===== config.mk =====
export PLATFORM = sky130hd
export DESIGN_NAME = rbr_region_base
export DESIGN_NICKNAME = d
export VERILOG_FILES = /design/src/rtl/rbr_pkg.sv /design/src/rtl/rbr_access_check.sv /design/src/rtl/rbr_pa_mask.sv /design/src/rtl/rbr_region_base.sv
export SDC_FILE = /design/constraint.sdc
export NUM_CORES = 1
export LEC_CHECK = 0
export CORE_MARGIN = 3
export CORE_UTILIZATION = 36
export CTS_CLUSTER_SIZE = 40
export DETAILED_ROUTE_END_ITERATION = 10
export PLACE_DENSITY_LB_ADDON = 0.25
export SKIP_LAST_GASP = 1
export SYNTH_ARGS = -nofsm -noshare
export SYNTH_HDL_FRONTEND = slang
export SYNTH_SLANG_ARGS = --single-unit
export TNS_END_PERCENT = 5

===== constraint.sdc =====
create_clock -name clk -period 4.68 [get_ports clk]
set_input_delay 1.404 -clock clk [delete_from_list [all_inputs] [get_ports clk]]
set_output_delay 1.404 -clock clk [all_outputs]
set_load 0.1 [all_outputs]

===== src/rtl/rbr_pkg.sv =====
package rbr_pkg;
    localparam int REG_W     = 64;
    localparam int ADDR_LSB  = 16;
    localparam int MAX_PA    = 56;
    localparam int FIELD_W   = MAX_PA - ADDR_LSB;
    localparam int BASE_PA   = 48;
    localparam int PA_STEP   = 4;
    localparam int TOP_MODE  = 2;
    localparam logic [5:0] TRAP_CLASS = 6'h18;

    typedef enum logic [1:0] {
        OUT_OK      = 2'd0,
        OUT_UNDEF   = 2'd1,
        OUT_TRAP_L2 = 2'd2,
        OUT_TRAP_L3 = 2'd3
    } outcome_e;

    typedef struct packed {
        logic [FIELD_W-1:0] base;
        logic               en;
    } region_t;
endpackage


===== src/rtl/rbr_access_check.sv =====
module rbr_access_check
    import rbr_pkg::*;
(
    input  logic       is_write,
    input  logic [1:0] cur_lvl,
    input  logic       lvl2_present,
    input  logic       lvl3_present,
    input  logic       nonsecure,
    input  logic       top_trap,
    input  logic       hyp_trap,
    input  logic       fgt_present,
    input  logic       fgt_enable,
    input  logic       fgt_rd_trap,
    input  logic       fgt_wr_trap,
    input  logic       prio_undef,
    input  logic       top_undef,
    output outcome_e   outcome,
    output logic [5:0] ex_class
);
    logic     l2_on;
    logic     fg_hit;
    logic     secure_l3;
    logic     early_undef;
    logic     late_top;
    outcome_e late_res;

    always_comb begin
        l2_on       = lvl2_present & (nonsecure | ~lvl3_present);
        fg_hit      = fgt_present & (~lvl3_present | fgt_enable)
                      & (is_write ? fgt_wr_trap : fgt_rd_trap);
        secure_l3   = lvl3_present & ~nonsecure;
        early_undef = lvl3_present & prio_undef & top_trap;
        late_top    = lvl3_present & top_trap;
        late_res    = top_undef ? OUT_UNDEF : OUT_TRAP_L3;

        unique case (cur_lvl)
            2'd0: outcome = OUT_UNDEF;
            2'd1: begin
                if (early_undef)            outcome = OUT_UNDEF;
                else if (secure_l3)         outcome = OUT_UNDEF;
                else if (l2_on && hyp_trap) outcome = OUT_TRAP_L2;
                else if (l2_on && fg_hit)   outcome = OUT_TRAP_L2;
                else if (late_top)          outcome = late_res;
                else                        outcome = OUT_OK;
            end
            2'd2: begin
                if (secure_l3)              outcome = OUT_UNDEF;
                else if (early_undef)       outcome = OUT_UNDEF;
                else if (late_top)          outcome = late_res;
                else                        outcome = OUT_OK;
            end
            default: outcome = nonsecure ? OUT_OK : OUT_UNDEF;
        endcase

        ex_class = (outcome == OUT_TRAP_L2 || outcome == OUT_TRAP_L3)
                   ? TRAP_CLASS : 6'h00;
    end
endmodule


===== src/rtl/rbr_pa_mask.sv =====
module rbr_pa_mask
    import rbr_pkg::*;
(
    input  logic [1:0]         pa_mode,
    output logic [FIELD_W-1:0] field_mask
);
    logic [7:0] pa_width;

    always_comb begin
        if (int'(pa_mode) >= TOP_MODE)
            pa_width = 8'(BASE_PA + PA_STEP * TOP_MODE);
        else
            pa_width = 8'(BASE_PA + PA_STEP * int'(pa_mode));
    end

    for (genvar i = 0; i < FIELD_W; i++) begin : g_bit
        assign field_mask[i] = (8'(i + ADDR_LSB) < pa_width);
    end
endmodule


===== src/rtl/rbr_region_base.sv =====
module rbr_region_base
    import rbr_pkg::*;
(
    input  logic        clk,
    input  logic        rst_n,
    input  logic        acc_valid,
    input  logic        acc_write,
    input  logic [63:0] acc_wdata,
    input  logic [1:0]  cur_lvl,
    input  logic        lvl2_present,
    input  logic        lvl3_present,
    input  logic        nonsecure,
    input  logic        top_trap,
    input  logic        hyp_trap,
    input  logic        fgt_present,
    input  logic        fgt_enable,
    input  logic        fgt_rd_trap,
    input  logic        fgt_wr_trap,
    input  logic        prio_undef,
    input  logic        top_undef,
    input  logic [1:0]  pa_mode,
    output logic [63:0] acc_rdata,
    output logic [1:0]  acc_outcome,
    output logic [5:0]  acc_class
);
    outcome_e           outcome;
    logic [FIELD_W-1:0] field_mask;
    region_t            state_d;
    region_t            state_q;
    logic               done_ok;
    logic               unused_wbits;

    assign unused_wbits = ^{acc_wdata[REG_W-1:MAX_PA], acc_wdata[ADDR_LSB-1:1]};

    rbr_access_check u_check (
        .is_write     (acc_write),
        .cur_lvl      (cur_lvl),
        .lvl2_present (lvl2_present),
        .lvl3_present (lvl3_present),
        .nonsecure    (nonsecure),
        .top_trap     (top_trap),
        .hyp_trap     (hyp_trap),
        .fgt_present  (fgt_present),
        .fgt_enable   (fgt_enable),
        .fgt_rd_trap  (fgt_rd_trap),
        .fgt_wr_trap  (fgt_wr_trap),
        .prio_undef   (prio_undef),
        .top_undef    (top_undef),
        .outcome      (outcome),
        .ex_class     (acc_class)
    );

    rbr_pa_mask u_mask (
        .pa_mode    (pa_mode),
        .field_mask (field_mask)
    );

    assign acc_outcome = outcome;
    assign done_ok     = acc_valid && (outcome == OUT_OK);

    always_comb begin
        state_d = state_q;
        if (done_ok && acc_write) begin
            state_d.base = acc_wdata[MAX_PA-1:ADDR_LSB] & field_mask;
            state_d.en   = acc_wdata[0];
        end
    end

    always_ff @(posedge clk or negedge rst_n) begin
        if (!rst_n) state_q <= '0;
        else        state_q <= state_d;
    end

    always_comb begin
        acc_rdata = '0;
        if (done_ok && !acc_write) begin
            acc_rdata[MAX_PA-1:ADDR_LSB] = state_q.base & field_mask;
            acc_rdata[0]                 = state_q.en;
        end
    end
endmodule


Word-level counts from Yosys, hierarchy flattened. Cells that the tools add are included.

Flip-flop bits (word level): 41.

Add/subtract/negate cells: 1. Order comparisons: 41. Equal/unequal tests: 4. Mux-type cells: 15. Bitwise gates (word level): 13. Reductions and logical operators: 9.

Operators by type and width (number): 6-bit by 8-bit less-than comparator with 1-bit output, first input constant (24); 5-bit by 8-bit less-than comparator with 1-bit output, first input constant (16); 40-bit AND (2); 40-bit two-way mux (1); 2-bit two-way mux (8); 8-bit two-way mux (1); 6-bit by 4-bit adder with 7-bit output, first input constant (1); 1-bit AND (7); 2-bit == test, second input constant (3); 2-bit one-hot mux with 3 select lines (1); 1-bit logical AND (5); 5-bit two-way mux (1); 2-bit zero test (2); 1-bit two-way mux (3); 2-bit by 1-bit == test with 1-bit output, second input constant (1); 2-bit >= comparator, second input constant (1); 1-bit NOT (2); 1-bit OR (2); 1-bit zero test (1); 1-bit logical OR (1).

Logic depth before layout (Yosys ltp). Gate-level depths: netlist of run 1.

Word-level depth: 14. Mapped depth: 7.

Cells and area by module. From an unflattened synthesis of run 1, not the netlist that was laid out.

Cells, all modules: 305. Area total of the unflattened synthesis: 2801.4 µm².

Modules (own cells, without submodules): rbr_region_base (instances 1, cells each 238, area an instance 2312.2 µm², sequential area each 1026.0 µm²); rbr_pa_mask (instances 1, cells each 41, area an instance 299.0 µm², sequential area each 0.0 µm²); rbr_access_check (instances 1, cells each 26, area an instance 190.2 µm², sequential area each 0.0 µm²).

Least setup slack after synthesis of run 1. No wires, ideal clock.

Path type: input to output. From: in acc_write. To: out acc_rdata[52]. Arrival: 4.267 ns. Required time: 3.276 ns. Path slack: -0.991 ns. Stages: 5. Path buffers: 0. Cell sequence: mux2_2 -> and4_4 -> o21ai_4 -> nand2_1 -> nor3_1.

Word-level cells in the longest chain between the ends: 12. Elaborated cells on any way between the ends: 13.

RTL lines: start, declared (RTL line rbr_region_base.sv:7) `input logic acc_write,`; 1-bit two-way mux (RTL line rbr_access_check.sv:30) `& (is_write ? fgt_wr_trap : fgt_rd_trap);`; 1-bit AND (RTL line rbr_access_check.sv:30); 1-bit logical AND (RTL line rbr_access_check.sv:42) `else if (l2_on && fg_hit) outcome = OUT_TRAP_L2;`; 2-bit two-way mux (RTL line rbr_access_check.sv:42); 2-bit two-way mux (RTL line rbr_access_check.sv:41) `else if (l2_on && hyp_trap) outcome = OUT_TRAP_L2;`; 2-bit two-way mux (RTL line rbr_access_check.sv:40) `else if (secure_l3) outcome = OUT_UNDEF;`; 2-bit two-way mux (RTL line rbr_access_check.sv:39) `if (early_undef) outcome = OUT_UNDEF;`; 2-bit one-hot mux with 3 select lines (RTL line rbr_access_check.sv:36) `unique case (cur_lvl)`; 2-bit zero test (RTL line rbr_region_base.sv:59) `assign done_ok = acc_valid && (outcome == OUT_OK);`; 1-bit logical AND (RTL line rbr_region_base.sv:59); 1-bit logical AND (*) (RTL line rbr_region_base.sv:76) `if (done_ok && !acc_write) begin`; 40-bit two-way mux (*) (RTL line rbr_region_base.sv:76); end, declared (RTL line rbr_region_base.sv:22) `output logic [63:0] acc_rdata,`.

Mark *: on every way between the ends. The rest lies on a longest branch, timed or not.

Worst setup path in the final report of run 1.
From: in cur_lvl[1]. To: out acc_rdata[46].

Word-level cells in the longest chain between the ends: 6. Elaborated cells on any way between the ends: 8.

RTL lines: start, declared (RTL line rbr_region_base.sv:9) `input logic [1:0] cur_lvl,`; 2-bit == test, or another cell as far along (RTL line rbr_access_check.sv:36); 2-bit one-hot mux with 3 select lines (*) (RTL line rbr_access_check.sv:36); 2-bit zero test (*) (RTL line rbr_region_base.sv:59); 1-bit logical AND (*) (RTL line rbr_region_base.sv:59); 1-bit logical AND (*) (RTL line rbr_region_base.sv:76); 40-bit two-way mux (*) (RTL line rbr_region_base.sv:76).

Marks and branches as above.

==> impl_metrics.toml, run 1 <==
[outcome]
status = "completed"

[timing]
worstMarginPinSlew_ps = 908
fin_crit_sh_pct = 98.2
rsz0062_at_grt = "yes"
relSlewSlack_pct = 39.4
finalSetupViolations = 0
max_freq_mhz = 218
clock_skew_ps = 0
slew_violations = 0
fin_crit_ps = 4600
finalHoldViolCount = 0
tns_ps = 0

[placed_design]
dp_cells = 389
place_congestion = 0.709
dp_hpwl_um = 4300
port_buffers = 104

[cts]
cts_sinks = 41
clkTransAtPathRegs_ps = 70
cts_max_level = 2
ctsHoldBuffers = 0
clock_latency_ps = 280
cts_root_buf = "clkbuf_8"
cts_made_buffers = 5
ctsLongestPathBuffers = 2
cts_tree = "yes"

[synthesis]
synth_seq_area_share_pct = 44.4
ys_warn_count = 0
syn_inst = 209
synthSimpleGateAreaFrac_pct = 18.1
synth_compound_area_share_pct = 4.11
yosysUniqueCellTypes = 29
synthMuxAreaShare_pct = 20.0
async_reset_ff_share_pct = 100
synth-xor-area-share_pct = 0
synth_edf_count = 0
ys_ff_latch = 41
syn_area_per_cell_um2 = 11.1
synth_top_family_by_area = "multiplexers"
yosys.area.top_type_share_pct = 44.4
synthTopCellsByArea = "dfrtp_1 44%, mux2_2 17%, buf_4 11%"
ys.flop_type = "dfrtp_1"
synth_top_area_cell = "dfrtp_1"
netlist_area_um2 = 2310
synth_fa_ha_area_share_pct = 0

[global_route]
antenna_found_initial = 0
grt_pass1_vias = 1876
grt_usage_pct = 15.2
grt.overflow.total = 0
grt_pass1_wl_um = 8920
grt_max_degree = 42

[power]
p_leak_nw = 1.91
power.switching_w = 0.000495
total_power_w = 0.00135
p_int_w = 0.000851
pwr-share-comb_pct = 41.7
pwr-share-clk_pct = 21.7
p_seq_share_pct = 36.6
p_per_area_nw_per_um2 = 326
swShare_pct = 36.8
ir_drop_mv = 0.157

[routing]
drt-total-wl_um = 5500
drc = 0
detail_route.iter0.violations = 30
avgViaCountPerCell = 4.46
routed-via-count = 1802
wire_per_inst_um = 13.6
drt_first_pass_iters = 4
ant_nets = 0

[floorplanning]
dieHeight_um = 86.1
initial_utilization_pct = 38.1
die_x_um = 86.1
core_area_um2 = 6060
die_area_um2 = 7420
pin_count = 155
rows = 28

[layout]
finalNonFillerCells = 404
final_common_cell = "buf_12"
antenna_cells = 0
area_growth_pct = 78.7
postLayoutCoreUtil_pct = 68.1
nNetsFinal = 411
regMostFlops = "state_q"
layout_common_cells = "46 x buf_12, 44 x clkdlybuf4s50_1, 41 x dfrtp_1"
largest_registers = "state_q: 41 flops"
largest_register_ffs = 41
drive_above_1_share_pct = 49.8

[worst_setup_path]
criticalPathCategory = "input pin to output port"
reg2reg_slack_ps = 3910
worstReg2RegStart = "state_q[16]"
required_ps = 3280
crit_path_end = "acc_rdata[46]"
end_kind = "output port"
worst_setup_path_start_kind = "input pin"
startpoint = "cur_lvl[1]"
timing.rr.end = "state_q[16]"
critPathMaxFanout = 5
crit_arrival_ps = 3190
r2r_cells = 1

[hold_path]
hp-class = "register to register"

[job]
drv_cap = 0
## timing repair
| item | CTS | global route |
|---|---|---|
| setup buffers | 4 | 0 |
| gates resized for setup | 48 | 10 |
| pin swaps | 9 | 5 |
| gates cloned | 3 | 0 |
| setup endpoints to repair | 41 | 37 |
## routing by layer
metal  GRT usage [%]  vias up  share of wire, %
li1                -      874                 -
met1            18.0      849                38
met2            26.6       77                53
met3            4.71        2               8.3
met4            3.88        0              0.69
met5               0        -                 0
## per-stage QoR
| step | instance area [um2] | worst slack (ps) | hold slack [ps] |
|---|---|---|---|
| floorplan | 2480 | -276 | 470 |
| finish | 4130 | 82.5 | 499 |
| CTS | 4130 | 16.5 | 501 |
| global placement | 3890 | -330 | 478 |
| detailed placement | 3890 | -351 | 485 |
| global route | 4130 | 1.24 | 510 |
## power by group through the flow
stage                     Combinational (W)  Sequential (W)  Clock, W
after floorplan                    0.000396        0.000485         0
after global placement             0.000545        0.000493         0
after global routing               0.000591        0.000507  0.000315
final                              0.000562        0.000494  0.000292
after detailed placement           0.000555        0.000498         0
after CTS                          0.000566        0.000494  0.000299
## cell usage after synthesis (3+ instances only)
master    number
nor2b_1        3
nor3_1         4
and2_1        33
mux2i_1        8
nand2b_1       5
dfrtp_1       41
mux2_2        34
clkbuf_2       3
inv_1          8
nand2_1       13
buf_4         33
and3_1         4
## worst min path at each step
| stage | from | to | slack [ps] | depth (start not counted) |
|---|---|---|---|---|
| after floorplan | state_q[0] | state_q[0] | 470 | 1 |
| after global routing | state_q[27] | state_q[27] | 510 | 1 |
| after CTS | state_q[25] | state_q[25] | 500 | 1 |
| final | state_q[25] | state_q[25] | 500 | 1 |
| after detailed placement | state_q[25] | state_q[25] | 480 | 1 |
| after global placement | state_q[25] | state_q[25] | 480 | 1 |
## logic make-up (layout without fill, tap and decap cells)
kind of cell           after synthesis  count (layout)
buffers and inverters               47             141
DFF                                 41              41
and+or+nand+nor                     68              68
AOI/OAI and AO/OA                   10              10
other                                1              27
muxes                               42              42
## worst max-delay path: stages
cell             delay (ps)
clkdlybuf4s15_2         240
or2b_1                  270
a311o_1                 360
o221a_4                 130
inv_2                    80
nor4b_4                  50
buf_6                   140
buf_4                   150
and2_2                  200
buf_12                  160
## cell type report
cell class                      instances  area [um2]
Multi-Input combinational cell        147        1200
Sequential cell                        41        1030
Clock inverter                          1        30.0
Fill cell                             456        1930
Clock buffer                            7        86.3
Timing Repair Buffer                  123        1650
Tap cell                               75        93.8
Inverter                               10        37.5
Note: power is estimated with default switching activity, not from simulation.
==> inputs of run 2 (changes only) <==
--- a/config.mk
+++ b/config.mk
@@ -9,6 +9,7 @@
 export CORE_UTILIZATION = 36
 export CTS_CLUSTER_SIZE = 40
 export DETAILED_ROUTE_END_ITERATION = 10
+export GPL_ROUTABILITY_DRIVEN = 1
 export PLACE_DENSITY_LB_ADDON = 0.25
 export SKIP_LAST_GASP = 1
 export SYNTH_ARGS = -nofsm -noshare
==> results of run 2 <==
No change in the layout: final DEF, timing and power equal those of run 1.
==> inputs of run 3 (changes only) <==
--- a/config.mk
+++ b/config.mk
@@ -5,11 +5,11 @@
 export SDC_FILE = /design/constraint.sdc
 export NUM_CORES = 1
 export LEC_CHECK = 0
+export CAP_MARGIN = 20
 export CORE_MARGIN = 3
 export CORE_UTILIZATION = 36
 export CTS_CLUSTER_SIZE = 40
 export DETAILED_ROUTE_END_ITERATION = 10
-export GPL_ROUTABILITY_DRIVEN = 1
 export PLACE_DENSITY_LB_ADDON = 0.25
 export SKIP_LAST_GASP = 1
 export SYNTH_ARGS = -nofsm -noshare
==> results of run 3 <==
No change in the layout: final DEF, timing and power equal those of run 1.
